`src/rtl/swk_pkg.sv`:
```
package swk_pkg;
   typedef enum logic [2:0] {
      ST_HOLD, ST_SEQ_GO, ST_SEQ_WAIT, ST_RUN, ST_STOP
   } swk_state_e;

   typedef struct packed {
      logic pll_sel;
      logic sc_ie;
      logic sc_en;
      logic mon_en;
   } swk_cfg_t;

   localparam int unsigned CFG_BITS = $bits(swk_cfg_t);

   localparam logic [1:0] CAUSE_NONE = 2'd0;
   localparam logic [1:0] CAUSE_EXT  = 2'd1;
   localparam logic [1:0] CAUSE_WDOG = 2'd2;
   localparam logic [1:0] CAUSE_MON  = 2'd3;
endpackage

```
`src/rtl/swk_rst_sync.sv`:
```
module swk_rst_sync #(
   parameter int unsigned STAGES = 2
) (
   input  logic clk,
   input  logic req,
   output logic rst_n
);
   if (STAGES < 2) begin : g_bad_stages
      $error("swk_rst_sync: STAGES must be at least 2");
   end

   logic [STAGES-1:0] chain;

   always_ff @(posedge clk or posedge req) begin
      if (req) chain <= '0;
      else     chain <= {chain[STAGES-2:0], 1'b1};
   end

   assign rst_n = chain[STAGES-1];
endmodule

```
`src/rtl/swk_cfg_regs.sv`:
```
module swk_cfg_regs
   import swk_pkg::*;
#(
   parameter logic [CFG_BITS-1:0] DEFAULT = 4'b0011
) (
   input  logic                clk,
   input  logic                rst_n,
   input  logic                wr_en,
   input  logic [CFG_BITS-1:0] wdata,
   input  logic                restore,
   input  logic                pll_clr,
   output swk_cfg_t            cfg
);
   localparam swk_cfg_t DEF_CFG = swk_cfg_t'(DEFAULT);

   if (DEFAULT[CFG_BITS-1] != 1'b0) begin : g_bad_default
      $error("swk_cfg_regs: PLL select must default to clear");
   end

   always_ff @(posedge clk or negedge rst_n) begin
      if (!rst_n) begin
         cfg <= DEF_CFG;
      end else if (restore) begin
         cfg <= DEF_CFG;
      end else begin
         if (wr_en)   cfg         <= swk_cfg_t'(wdata);
         if (pll_clr) cfg.pll_sel <= 1'b0;
      end
   end
endmodule

```
`src/rtl/swk_fsm.sv`:
```
module swk_fsm
   import swk_pkg::*;
(
   input  logic       clk,
   input  logic       rst_n,
   input  logic       stop_req,
   input  logic       mon_fail,
   input  logic       wake_irq,
   input  logic       flag_clr,
   input  logic       rseq_done,
   input  logic       cq_done,
   input  logic       mon_en,
   input  logic       sc_en,
   input  logic       sc_ie,
   output swk_state_e state,
   output logic       sc_flag,
   output logic       sc_active,
   output logic       cq_start,
   output logic       mon_rst,
   output logic       stop_exit,
   output logic       wr_allow
);
   logic stopped, mon_hit, sc_hit, sc_wake, wake;
   swk_state_e state_d;

   always_comb begin
      stopped   = (state == ST_STOP);
      mon_hit   = mon_fail & mon_en;
      mon_rst   = stopped & mon_hit & ~sc_en;
      sc_hit    = stopped & mon_hit & sc_en;
      sc_wake   = stopped & sc_ie & (sc_hit | sc_flag);
      wake      = stopped & ~mon_rst & (sc_wake | wake_irq);
      stop_exit = mon_rst | wake;
      wr_allow  = (state == ST_RUN) | stopped;

      state_d = state;
      unique case (state)
         ST_HOLD:     state_d = ST_SEQ_GO;
         ST_SEQ_GO:   state_d = ST_SEQ_WAIT;
         ST_SEQ_WAIT: if (rseq_done) state_d = ST_RUN;
         ST_RUN:      if (stop_req)  state_d = ST_STOP;
         ST_STOP: begin
            if (mon_rst)   state_d = ST_SEQ_GO;
            else if (wake) state_d = ST_RUN;
         end
         default:     state_d = ST_HOLD;
      endcase
   end

   always_ff @(posedge clk or negedge rst_n) begin
      if (!rst_n) begin
         state     <= ST_HOLD;
         sc_flag   <= 1'b0;
         sc_active <= 1'b0;
         cq_start  <= 1'b0;
      end else begin
         state    <= state_d;
         cq_start <= wake & sc_wake;

         if (mon_rst)       sc_flag <= 1'b0;
         else if (sc_hit)   sc_flag <= 1'b1;
         else if (flag_clr) sc_flag <= 1'b0;

         if (mon_rst)              sc_active <= 1'b0;
         else if (wake & sc_wake)  sc_active <= 1'b1;
         else if (cq_done)         sc_active <= 1'b0;
      end
   end
endmodule

```
`src/rtl/stopwake_ctrl.sv`:
```
module stopwake_ctrl
   import swk_pkg::*;
#(
   parameter int unsigned         SYNC_STAGES = 2,
   parameter logic [CFG_BITS-1:0] CFG_DEFAULT = 4'b0011
) (
   input  logic       clk,
   input  logic       ext_rst_req,
   input  logic       wdog_rst_req,
   input  logic       stop_req,
   input  logic       mon_fail,
   input  logic       wake_irq,
   input  logic       cfg_wr,
   input  logic [3:0] cfg_wdata,
   input  logic       flag_clr,
   input  logic       rseq_done,
   input  logic       cq_done,
   output logic       rseq_start,
   output logic [1:0] rst_cause,
   output logic       sc_irq,
   output logic       sc_flag,
   output logic       sc_active,
   output logic       cq_start,
   output logic       in_run,
   output logic       in_stop,
   output logic       pll_sel
);
   localparam int unsigned N_SRC = 2;

   if (CFG_BITS != 4) begin : g_bad_cfg
      $error("stopwake_ctrl: configuration layout must be 4 bits");
   end

   logic [N_SRC-1:0] src_req, src_rst_n;
   logic             sys_rst_n, ext_n, wdog_n;
   swk_state_e       state;
   swk_cfg_t         cfg_q;
   logic             mon_rst, stop_exit, wr_allow;
   logic [1:0]       cause_q;

   assign src_req = {wdog_rst_req, ext_rst_req};

   for (genvar i = 0; i < N_SRC; i++) begin : g_sync
      swk_rst_sync #(.STAGES(SYNC_STAGES)) u_sync (
         .clk   (clk),
         .req   (src_req[i]),
         .rst_n (src_rst_n[i])
      );
   end

   assign ext_n     = src_rst_n[0];
   assign wdog_n    = src_rst_n[1];
   assign sys_rst_n = ext_n & wdog_n;

   swk_cfg_regs #(.DEFAULT(CFG_DEFAULT)) u_cfg (
      .clk     (clk),
      .rst_n   (sys_rst_n),
      .wr_en   (cfg_wr & wr_allow),
      .wdata   (cfg_wdata),
      .restore (mon_rst),
      .pll_clr (stop_exit),
      .cfg     (cfg_q)
   );

   swk_fsm u_fsm (
      .clk       (clk),
      .rst_n     (sys_rst_n),
      .stop_req  (stop_req),
      .mon_fail  (mon_fail),
      .wake_irq  (wake_irq),
      .flag_clr  (flag_clr),
      .rseq_done (rseq_done),
      .cq_done   (cq_done),
      .mon_en    (cfg_q.mon_en),
      .sc_en     (cfg_q.sc_en),
      .sc_ie     (cfg_q.sc_ie),
      .state     (state),
      .sc_flag   (sc_flag),
      .sc_active (sc_active),
      .cq_start  (cq_start),
      .mon_rst   (mon_rst),
      .stop_exit (stop_exit),
      .wr_allow  (wr_allow)
   );

   // Cause register: external reset has priority over watchdog.
   always_ff @(posedge clk or negedge ext_n) begin
      if (!ext_n)       cause_q <= CAUSE_EXT;
      else if (!wdog_n) cause_q <= CAUSE_WDOG;
      else if (mon_rst) cause_q <= CAUSE_MON;
   end

   assign rst_cause  = cause_q;
   assign rseq_start = (state == ST_SEQ_GO);
   assign in_run     = (state == ST_RUN);
   assign in_stop    = (state == ST_STOP);
   assign sc_irq     = sc_flag & cfg_q.sc_ie;
   assign pll_sel    = cfg_q.pll_sel;
endmodule


```
`config.mk`:
```
export PLATFORM = sky130hd
export DESIGN_NAME = stopwake_ctrl
export DESIGN_NICKNAME = d
export VERILOG_FILES = /design/src/rtl/swk_pkg.sv /design/src/rtl/swk_rst_sync.sv /design/src/rtl/swk_cfg_regs.sv /design/src/rtl/swk_fsm.sv /design/src/rtl/stopwake_ctrl.sv
export SDC_FILE = /design/constraint.sdc
export NUM_CORES = 1
export LEC_CHECK = 0
export ABC_AREA = 0
export BUFFER_PORTS_ARGS = -buffer_cell sky130_fd_sc_hd__buf_4
export CAP_MARGIN = 20
export CORE_MARGIN = 1.5
export CORE_UTILIZATION = 48
export CTS_CLUSTER_DIAMETER = 60
export CTS_CLUSTER_SIZE = 20
export DETAILED_ROUTE_END_ITERATION = 12
export PLACE_DENSITY_LB_ADDON = 0.15
export SYNTH_ARGS = -nofsm -noshare
export SYNTH_HDL_FRONTEND = slang
export SYNTH_SLANG_ARGS = --single-unit
```
`constraint.sdc`:
```
create_clock -name clk -period 1.18 [get_ports clk]
set_input_delay 0.118 -clock clk [delete_from_list [all_inputs] [get_ports clk]]
set_output_delay 0.118 -clock clk [all_outputs]
set_load 0.1 [all_outputs]
```
==> results of run 1 <==
cells in the mapped netlist:
library cell,number
dfrtp_1,13
nand2_1,8
inv_1,6
nor2_1,5
nand3_1,4
and2_1,3
dfstp_2,3
mux2i_1,3
a21oi_1,2
a22oi_1,2
nand3b_1,2
o21ai_0,2
o22ai_1,2
a211o_1,1
a211oi_1,1
a22o_1,1
and2b_2,1
and3b_1,1
and3b_4,1
conb_1,1
inv_4,1
nand2_2,1
nor2_2,1
nor2b_1,1
nor3_1,1
o21a_1,1
o21ai_1,1
o21ai_4,1
o21bai_2,1
or2b_1,1
per-stage QoR:
step | total power [mW] | setup slack (ns)
4_1_cts | 2.84 | -0.218
3_3_place_gp | 2.18 | -0.106
2_1_floorplan | 1.80 | -0.247
6_report | 2.91 | -0.231
5_1_grt | 3.05 | -0.270
3_5_place_dp | 2.20 | -0.137
logic make-up (layout without fill, tap and decap cells):
kind of cell | count (synthesis) | count (layout) | synth area share
buffers and inverters | 7 | 48 | 0.0387
muxes | 3 | 3 | 0.0404
and+or+nand+nor | 30 | 30 | 0.221
other | 1 | 2 | 0.00505
DFF | 16 | 16 | 0.544
AOI/OAI and AO/OA | 15 | 15 | 0.152
metal layers:
layer,track usage,vias to the layer above
met4,0.113,0
li1,-,326
met5,0,-
met1,0.301,318
met3,0.0431,5
met2,0.338,21
sequential cells by signal, indices dropped and copies added (netlist names):
register / cells
u_fsm.cq_start: 1
u_fsm.sc_flag: 1
u_fsm.state: 3
u_cfg.cfg: 4
u_fsm.sc_active: 1
rst_cause: 2
g_sync.u_sync.chain: 4
how the worst max path moves through the flow:
stage | cells past startpoint | slack [ns] | start | endpoint
6_report | 2 | -0.23 | u_fsm.state[2]$_DFFE_PN0P_ | in_run
5_1_grt | 4 | -0.27 | u_fsm.state[1]$_DFFE_PN0P_ | in_stop
4_1_cts | 3 | -0.22 | u_fsm.state[2]$_DFFE_PN0P_ | rseq_start
3_5_place_dp | 4 | -0.14 | u_cfg.cfg[1]$_DFFE_PN1P_ | u_fsm.state[0]$_DFFE_PN0P_
3_3_place_gp | 6 | -0.11 | u_fsm.state[0]$_DFFE_PN0P_ | u_cfg.cfg[2]$_DFFE_PN0P_
2_1_floorplan | 4 | -0.25 | u_fsm.state[2]$_DFFE_PN0P_ | u_cfg.cfg[3]$_DFFE_PN0P_
layout make-up:
type                    count  area, sq um  area share
multi-input cells          50          364       0.299
repair buffers             37          349       0.287
clock buffers               4         36.3      0.0298
flip-flops and latches     16          413       0.340
inverters                   7         33.8      0.0278
well taps                  16         20.0      0.0165
power by group through the flow:
stage               clock network, mW  logic, mW  registers, mW
floorplan                           0      0.787           1.01
global placement                    0       1.34          0.845
detailed placement                  0       1.35          0.852
CTS                             0.367       1.65          0.828
global route                    0.383       1.81          0.862
finish                          0.366       1.71          0.835
cell usage in the layout, fill, tap and decap left out, types with 2 or more instances in the layout:
cell type	synthesis	final
buf_4	0	29
dfrtp_1	13	8
nand2_1	8	7
inv_1	6	6
buf_12	0	5
nand3_1	4	4
dfrtp_2	0	4
mux2i_1	3	3
nor2_1	5	3
clkbuf_4	0	3
dfstp_2	3	3
nor2_2	1	2
and2_1	3	2
nand3b_1	2	2
o21ai_2	0	2
a22oi_1	2	2
conb_1	1	2
dlygate4sd3_1	0	2
repair_timing:
item,4_1_cts,5_1_grt
endpoints found under the setup margin,16,17
pin swaps,8,2
hold buffers,2,0
gates resized for setup,20,6
hold endpoints to repair,4,0
setup buffers,5,0
==> flow_summary.yaml, run 1 <==
finish:
  fillerInstances: 88
  final_cells: 130
  diodes: 0
  drive_gt1_frac: 0.553
  fin_nets: 129
  post-route-util: 0.827
  final_area_sq_mm: 0.00122
  syn_to_final_growth_pct: 63.6
routing:
  firstDrtPassIters: 4
  ant_nets: 0
  drc: 0
  drt_iter0_drc: 28
  met2_length_um: 893
  wl_per_cell_um: 13.6
  wl_met1_um: 758
  top_layer: "met4"
  wl_um: 1770
  vias: 670
  met3_length_um: 85
  viasPerCell: 5.15
timing:
  clock_skew_ns: 0.00393
  fmax_mhz: 709
  setup_violations: 12
  final.setup.tns_ns: -1.43
  finalWorstSetupSlack_ns: -0.231
  maxSlewViolCount: 0
  finalCritPeriodShare: 1.20
  hold_viol: 0
  grt_setup_unrepaired: "true"
  finalCriticalPeriod_ns: 1.41
  hold_ws_ns: 0.0332
logic_synthesis:
  synth_cell_types: 30
  synth_area_leaders: "dfrtp_1 44%, dfstp_2 11%, mux2i_1 4.0%"
  yosysTopAreaCell: "dfrtp_1"
  avgSynthCellArea_sq_um: 10.3
  synth_top_area_frac: 0.438
  synthCells: 72
  syn-cell-area_sq_um: 743
  yosysSeqAreaShare: 0.544
  ys_seq_elements: 16
  yosys_warnings: 0
setup_path:
  reg2reg_from: "u_cfg.cfg[1]$_DFFE_PN1P_"
  r2r-end: "u_fsm.state[0]$_DFFE_PN0P_"
  crit_type: "reg2out"
  path_cells: "and3b_4 -> buf_12"
  start_kind: "register"
  worstPathMaxFanout: 5
  worstPathRequired_ns: 1.06
  reg2reg_depth: 4
  worstSetupEndpointType: "primary output"
  cpPeakStageDelay_ns: 0.44
  crit_arrival_ns: 1.29
  critPathTopFamily: "flip-flops"
  cp_num_buf_inv: 1
  r2r_slack_ns: -0.13
  crit_path_top_delay_cell: "dfrtp_2"
placement:
  dpl.cell_count: 119
  io_buffers: 23
  dpl.hpwl_um: 1200
  gp_congestion: 0.745
  postPlaceCellArea_sq_mm: 0.00102
run_status:
  violations: "negative setup slack"
  status: "finished, violations left"
cts:
  cts_sinks: 16
  htreeDepth: 1
  cts_tree: "built"
  cts-root-buf: "clkbuf_4"
  clkTransAtPathRegs_ns: 0.10
  clkLatencyLatePin_ns: 0.29
  cts.path.max_buffers: 2
  cts_buffers: 3
global_route:
  grt_antenna_before_repair: 0
  grt_pass1_wl_um: 2950
  grt_max_degree: 11
  grt_pass1_vias: 681
  grt_use_total: 0.222
  gr-total-overflow: 0
power:
  p_sw_mw: 1.28
  seq_power_share: 0.287
  p_clk_frac: 0.126
  swShare: 0.438
  p_int_mw: 1.64
  vdd_drop_max_v: 0.00195
  p_leak_nw: 0.593
  combinationalPowerShare: 0.588
  p_per_area_mw_per_mm2: 2390
floorplan:
  die_w_um: 42.4
  pin_count: 24
  die_h_um: 42.4
  core_sq_mm: 0.00147
  dieArea_sq_mm: 0.00179
  fp-row-count: 14
  initial_core_util: 0.505
min_path:
  hold_class: "reg2async"
run:
  drv_cap: 0
Note: power is estimated with default switching activity, not from simulation.
==> run 2, diff against run 1 <==
Settings changed: CELL_PAD_IN_SITES_DETAIL_PLACEMENT set to 2, CELL_PAD_IN_SITES_GLOBAL_PLACEMENT set to 2, CORE_UTILIZATION 48 to 29, SLEW_MARGIN set to 20.
Clock period 1.18 ns to 1.6 ns, I/O delays scaled along.
==> flow_summary.yaml, run 2 (synthesis gave the netlist of run 1 again) <==
power:
  seq_power_share: 0.369
  combinationalPowerShare: 0.481
  p_leak_nw: 0.505
  p_clk_frac: 0.150
  power.total_mw: 1.78
  p_sw_mw: 0.821
  p_int_mw: 0.962
  p_per_area_mw_per_mm2: 1720
  swShare: 0.460
  vdd_drop_max_v: 0.000804
timing:
  fmax_mhz: 657
  hold_ws_ns: 0.0391
  setup_violations: 0
  finalCriticalPeriod_ns: 1.52
  maxSlewViolCount: 0
  finalCritPeriodShare: 0.951
  hold_viol: 0
  grt_setup_unrepaired: "false"
  finalWorstSetupSlack_ns: 0.0778
  clock_skew_ns: 0.00617
finish:
  final_cell_mix: "21 x buf_4, 10 x dfrtp_1, 8 x nand2_1"
  final_cells: 132
  layout_commonest_cell: "buf_4"
  fin_nets: 117
  syn_to_final_growth_pct: 39.6
  diodes: 0
  largest_registers: "g_sync.u_sync.chain: 4 flops, u_cfg.cfg: 4 flops, u_fsm.state: 3 flops"
  drive_gt1_frac: 0.412
  final_area_sq_mm: 0.00104
cts:
  cts.path.max_buffers: 2
  clkLatencyLatePin_ns: 0.29
  cts_tree: "built"
  htreeDepth: 1
  cts_sinks: 16
  clkTransAtPathRegs_ns: 0.09
  cts_buffers: 3
  cts-root-buf: "clkbuf_4"
global_route:
  grt_pass1_vias: 604
  gr-total-overflow: 0
  grt_use_total: 0.139
  grt_antenna_before_repair: 0
  grt_pass1_wl_um: 2780
  grt_max_degree: 11
floorplan:
  fp-row-count: 18
  initial_core_util: 0.303
  die_h_um: 53.6
  core_sq_mm: 0.00245
  die_w_um: 53.6
  pin_count: 24
  dieArea_sq_mm: 0.00288
placement:
  postPlaceCellArea_sq_um: 962
  gp_congestion: 0.723
  io_buffers: 23
  dpl.cell_count: 126
  place_ws_ns: 0.196
  dpl.hpwl_um: 1370
setup_path:
  start_kind: "register"
  reg2reg_from: "u_cfg.cfg[1]$_DFFE_PN1P_"
  r2r-end: "u_fsm.state[0]$_DFFE_PN0P_"
  worstSetupEndpointType: "primary output"
  crit_arrival_ns: 1.36
  worstPathMaxFanout: 6
  worstPathRequired_ns: 1.44
  reg2reg_depth: 4
  crit_type: "reg2out"
  r2r_slack_ns: 0.16
routing:
  ant_nets: 0
  firstDrtPassIters: 2
  wl_per_cell_um: 13.7
  wl_um: 1810
  viasPerCell: 4.78
  vias: 631
  drc: 0
  drt_iter0_drc: 4
run:
  drv_cap: 0
run_status:
  status: "finished, final reports clean"
min_path:
  hold_class: "reg2async"
run 2: power groups by stage:
stage          Combinational [mW]  Sequential, mW  Clock [mW]
2_1_floorplan               0.570           0.733           0
3_3_place_gp                0.829           0.656           0
3_5_place_dp                0.835           0.663           0
4_1_cts                     0.848           0.657       0.279
5_1_grt                     0.915           0.677       0.289
6_report                    0.857           0.658       0.267
run 2: cell type report:
cell class,instances,area [sq um]
flip-flops and latches,16,408
inverters,7,28.8
repair buffers,25,209
well taps,30,37.5
fillers,281,1420
clock buffers,4,36.3
multi-input cells,50,318
run 2: worst max-delay path, cell delays in order (launching register included):
cell and delay, ns:
dfrtp_1 0.44, or2b_1 0.27, nor2_2 0.08, buf_4 0.29
run 2: per-stage QoR:
| step | setup TNS, ns | utilization |
|---|---|---|
| final | 0 | 0.423 |
| after global routing | 0 | 0.423 |
| after CTS | 0 | 0.416 |
| after detailed placement | 0 | 0.392 |
| after global placement | 0 | 0.392 |
| after floorplan | -0.0160 | - |
run 2: worst max-delay path by stage:
stage	startpoint	endpoint	slack [ns]
2_1_floorplan	u_fsm.state[0]$_DFFE_PN0P_	rseq_start	-0.02
3_3_place_gp	u_cfg.cfg[1]$_DFFE_PN1P_	u_fsm.state[0]$_DFFE_PN0P_	0.24
3_5_place_dp	u_cfg.cfg[1]$_DFFE_PN1P_	u_fsm.state[0]$_DFFE_PN0P_	0.20
4_1_cts	u_fsm.state[0]$_DFFE_PN0P_	in_stop	0.006
5_1_grt	u_fsm.state[0]$_DFFE_PN0P_	in_stop	0.01
6_report	u_fsm.state[2]$_DFFE_PN0P_	rseq_start	0.08
run 2: layer usage:
layer / global-route usage / routed length, um / vias up
li1: - / - / 300
met1: 0.161 / 737 / 315
met2: 0.239 / 970 / 16
met3: 0.0528 / 105 / 0
met4: 0.0385 / 0 / 0
met5: 0 / 0 / -
run 2: repair_timing:
action,4_1_cts,5_1_grt
setup buffers,0,0
pin swaps,0,0
resized for setup,1,5
cloned,0,0
hold buffers,2,0
setup endpoints to repair,1,3
endpoints found under the hold margin,4,0
==> run 3, diff against run 2 <==
Settings changed: SETUP_SLACK_MARGIN set to 0.15.
==> flow_summary.yaml, run 3 (synthesis gave the netlist of run 1 again) <==
routing:
  wl_um: 2080
  top_layer: "met4"
  met3_length_um: 101
  drt_iter0_drc: 3
  wl_met1_um: 931
  met2_length_um: 1040
  firstDrtPassIters: 4
  wl_per_cell_um: 14.8
  ant_nets: 0
  drc: 0
  vias: 680
  viasPerCell: 4.82
placement:
  io_buffers: 23
  dpl.hpwl_um: 1380
  gp_congestion: 0.731
finish:
  drive_gt1_frac: 0.495
  fin_nets: 126
  layout_commonest_cell: "buf_4"
  post-route-util: 0.467
  largest_registers: "g_sync.u_sync.chain: 4 flops, u_cfg.cfg: 4 flops, u_fsm.state: 3 flops"
  fillerInstances: 277
  final_cell_mix: "29 x buf_4, 8 x nand2_1, 8 x dfrtp_1"
  syn_to_final_growth_pct: 54.4
  regArea_sq_um: 410
  multi_input_area_sq_um: 332
  diodes: 0
timing:
  maxSlewViolCount: 0
  fmax_mhz: 670
  grt_setup_unrepaired: "true"
  setup_violations: 0
  hold_viol: 0
  hold_ws_ns: 0.0379
  clock_skew_ns: 0.00988
  final.setup.tns_ns: 0
  finalCritPeriodShare: 0.933
  finalCriticalPeriod_ns: 1.49
floorplan:
  dieArea_sq_mm: 0.00288
  initial_core_util: 0.303
  die_w_um: 53.6
  die_h_um: 53.6
  fp-row-count: 18
  core_sq_mm: 0.00245
  pin_count: 24
power:
  p_per_area_mw_per_mm2: 1820
  power.total_mw: 2.09
  p_leak_nw: 0.566
  vdd_drop_max_v: 0.00111
setup_path:
  reg2reg_from: "u_fsm.state[0]$_DFFE_PN0P_"
  r2r_slack_ns: 0.18
  crit_arrival_ns: 1.33
  crit_path_end: "rseq_start"
  crit_type: "reg2out"
  r2r-end: "u_cfg.cfg[3]$_DFFE_PN0P_"
  startpoint: "u_fsm.state[0]$_DFFE_PN0P_"
  start_kind: "register"
  worstPathMaxFanout: 4
  worstPathRequired_ns: 1.44
  worstSetupEndpointType: "primary output"
  reg2reg_depth: 6
global_route:
  grt_max_degree: 11
  grt_pass1_vias: 643
  grt_pass1_wl_um: 3160
  grt_antenna_before_repair: 0
  gr-total-overflow: 0
  grt_use_total: 0.158
cts:
  clkTransAtPathRegs_ns: 0.10
  cts_tree: "built"
  cts.path.max_buffers: 2
  cts-root-buf: "clkbuf_4"
  htreeDepth: 1
  clkLatencyLatePin_ns: 0.30
  cts_buffers: 3
  cts_sinks: 16
run_status:
  status: "finished, final reports clean"
run:
  drv_cap: 0
min_path:
  hold_class: "reg2async"
-- run 3: cell count changes in the layout (fill, tap and decap cells not counted), sizes merged --
cell / delta
buf: +9
-- run 3: timing repair --
action,4_1_cts,5_1_grt
setup endpoints to repair,3,5
resized for setup,13,5
pin swaps,1,5
endpoints found under the hold margin,4,0
setup buffers,5,4
hold buffers,2,0
-- run 3: metrics by stage --
step	cell area, sq um	cells	setup WS [ns]
floorplan	753	73	-0.0160
detailed placement	963	126	0.183
global route	1150	141	0.0367
finish	1150	141	0.106
global placement	963	126	0.243
CTS	1100	137	0.107
-- run 3: worst min-delay path by stage --
stage | to | slack, ns | cells past startpoint
2_1_floorplan | g_sync[0].u_sync.chain[0]$_DFF_PP0_ | -0.1 | 1
3_3_place_gp | g_sync[0].u_sync.chain[0]$_DFF_PP0_ | 0.02 | 2
3_5_place_dp | g_sync[0].u_sync.chain[1]$_DFF_PP0_ | 0.02 | 2
4_1_cts | rst_cause[1]$_DFFE_PN0P_ | 0.04 | 0
5_1_grt | rst_cause[1]$_DFFE_PN0P_ | 0.06 | 0
6_report | rst_cause[1]$_DFFE_PN0P_ | 0.04 | 0
-- run 3: critical path, stage by stage (launching register included) --
cell     delay [ns]
dfrtp_2        0.42
or2b_1         0.27
nor2_2         0.15
buf_12         0.19
-- run 3: layout make-up --
cell class,instances,area share
flip-flops and latches,16,0.358
multi-input cells,50,0.289
repair buffers,34,0.260
well taps,30,0.0327
clock buffers,4,0.0316
inverters,7,0.0294
-- run 3: power breakdown --
part / internal [mW] / total, mW / switching (mW)
sequential: 0.531 / 0.657 / 0.126
clock: 0.139 / 0.271 / 0.132
combinational: 0.491 / 1.16 / 0.667
-- run 3: routing by layer --
metal,track usage,up-vias
met5,0,-
met4,0.0256,0
met3,0.0667,2
met2,0.251,21
met1,0.205,336
li1,-,321
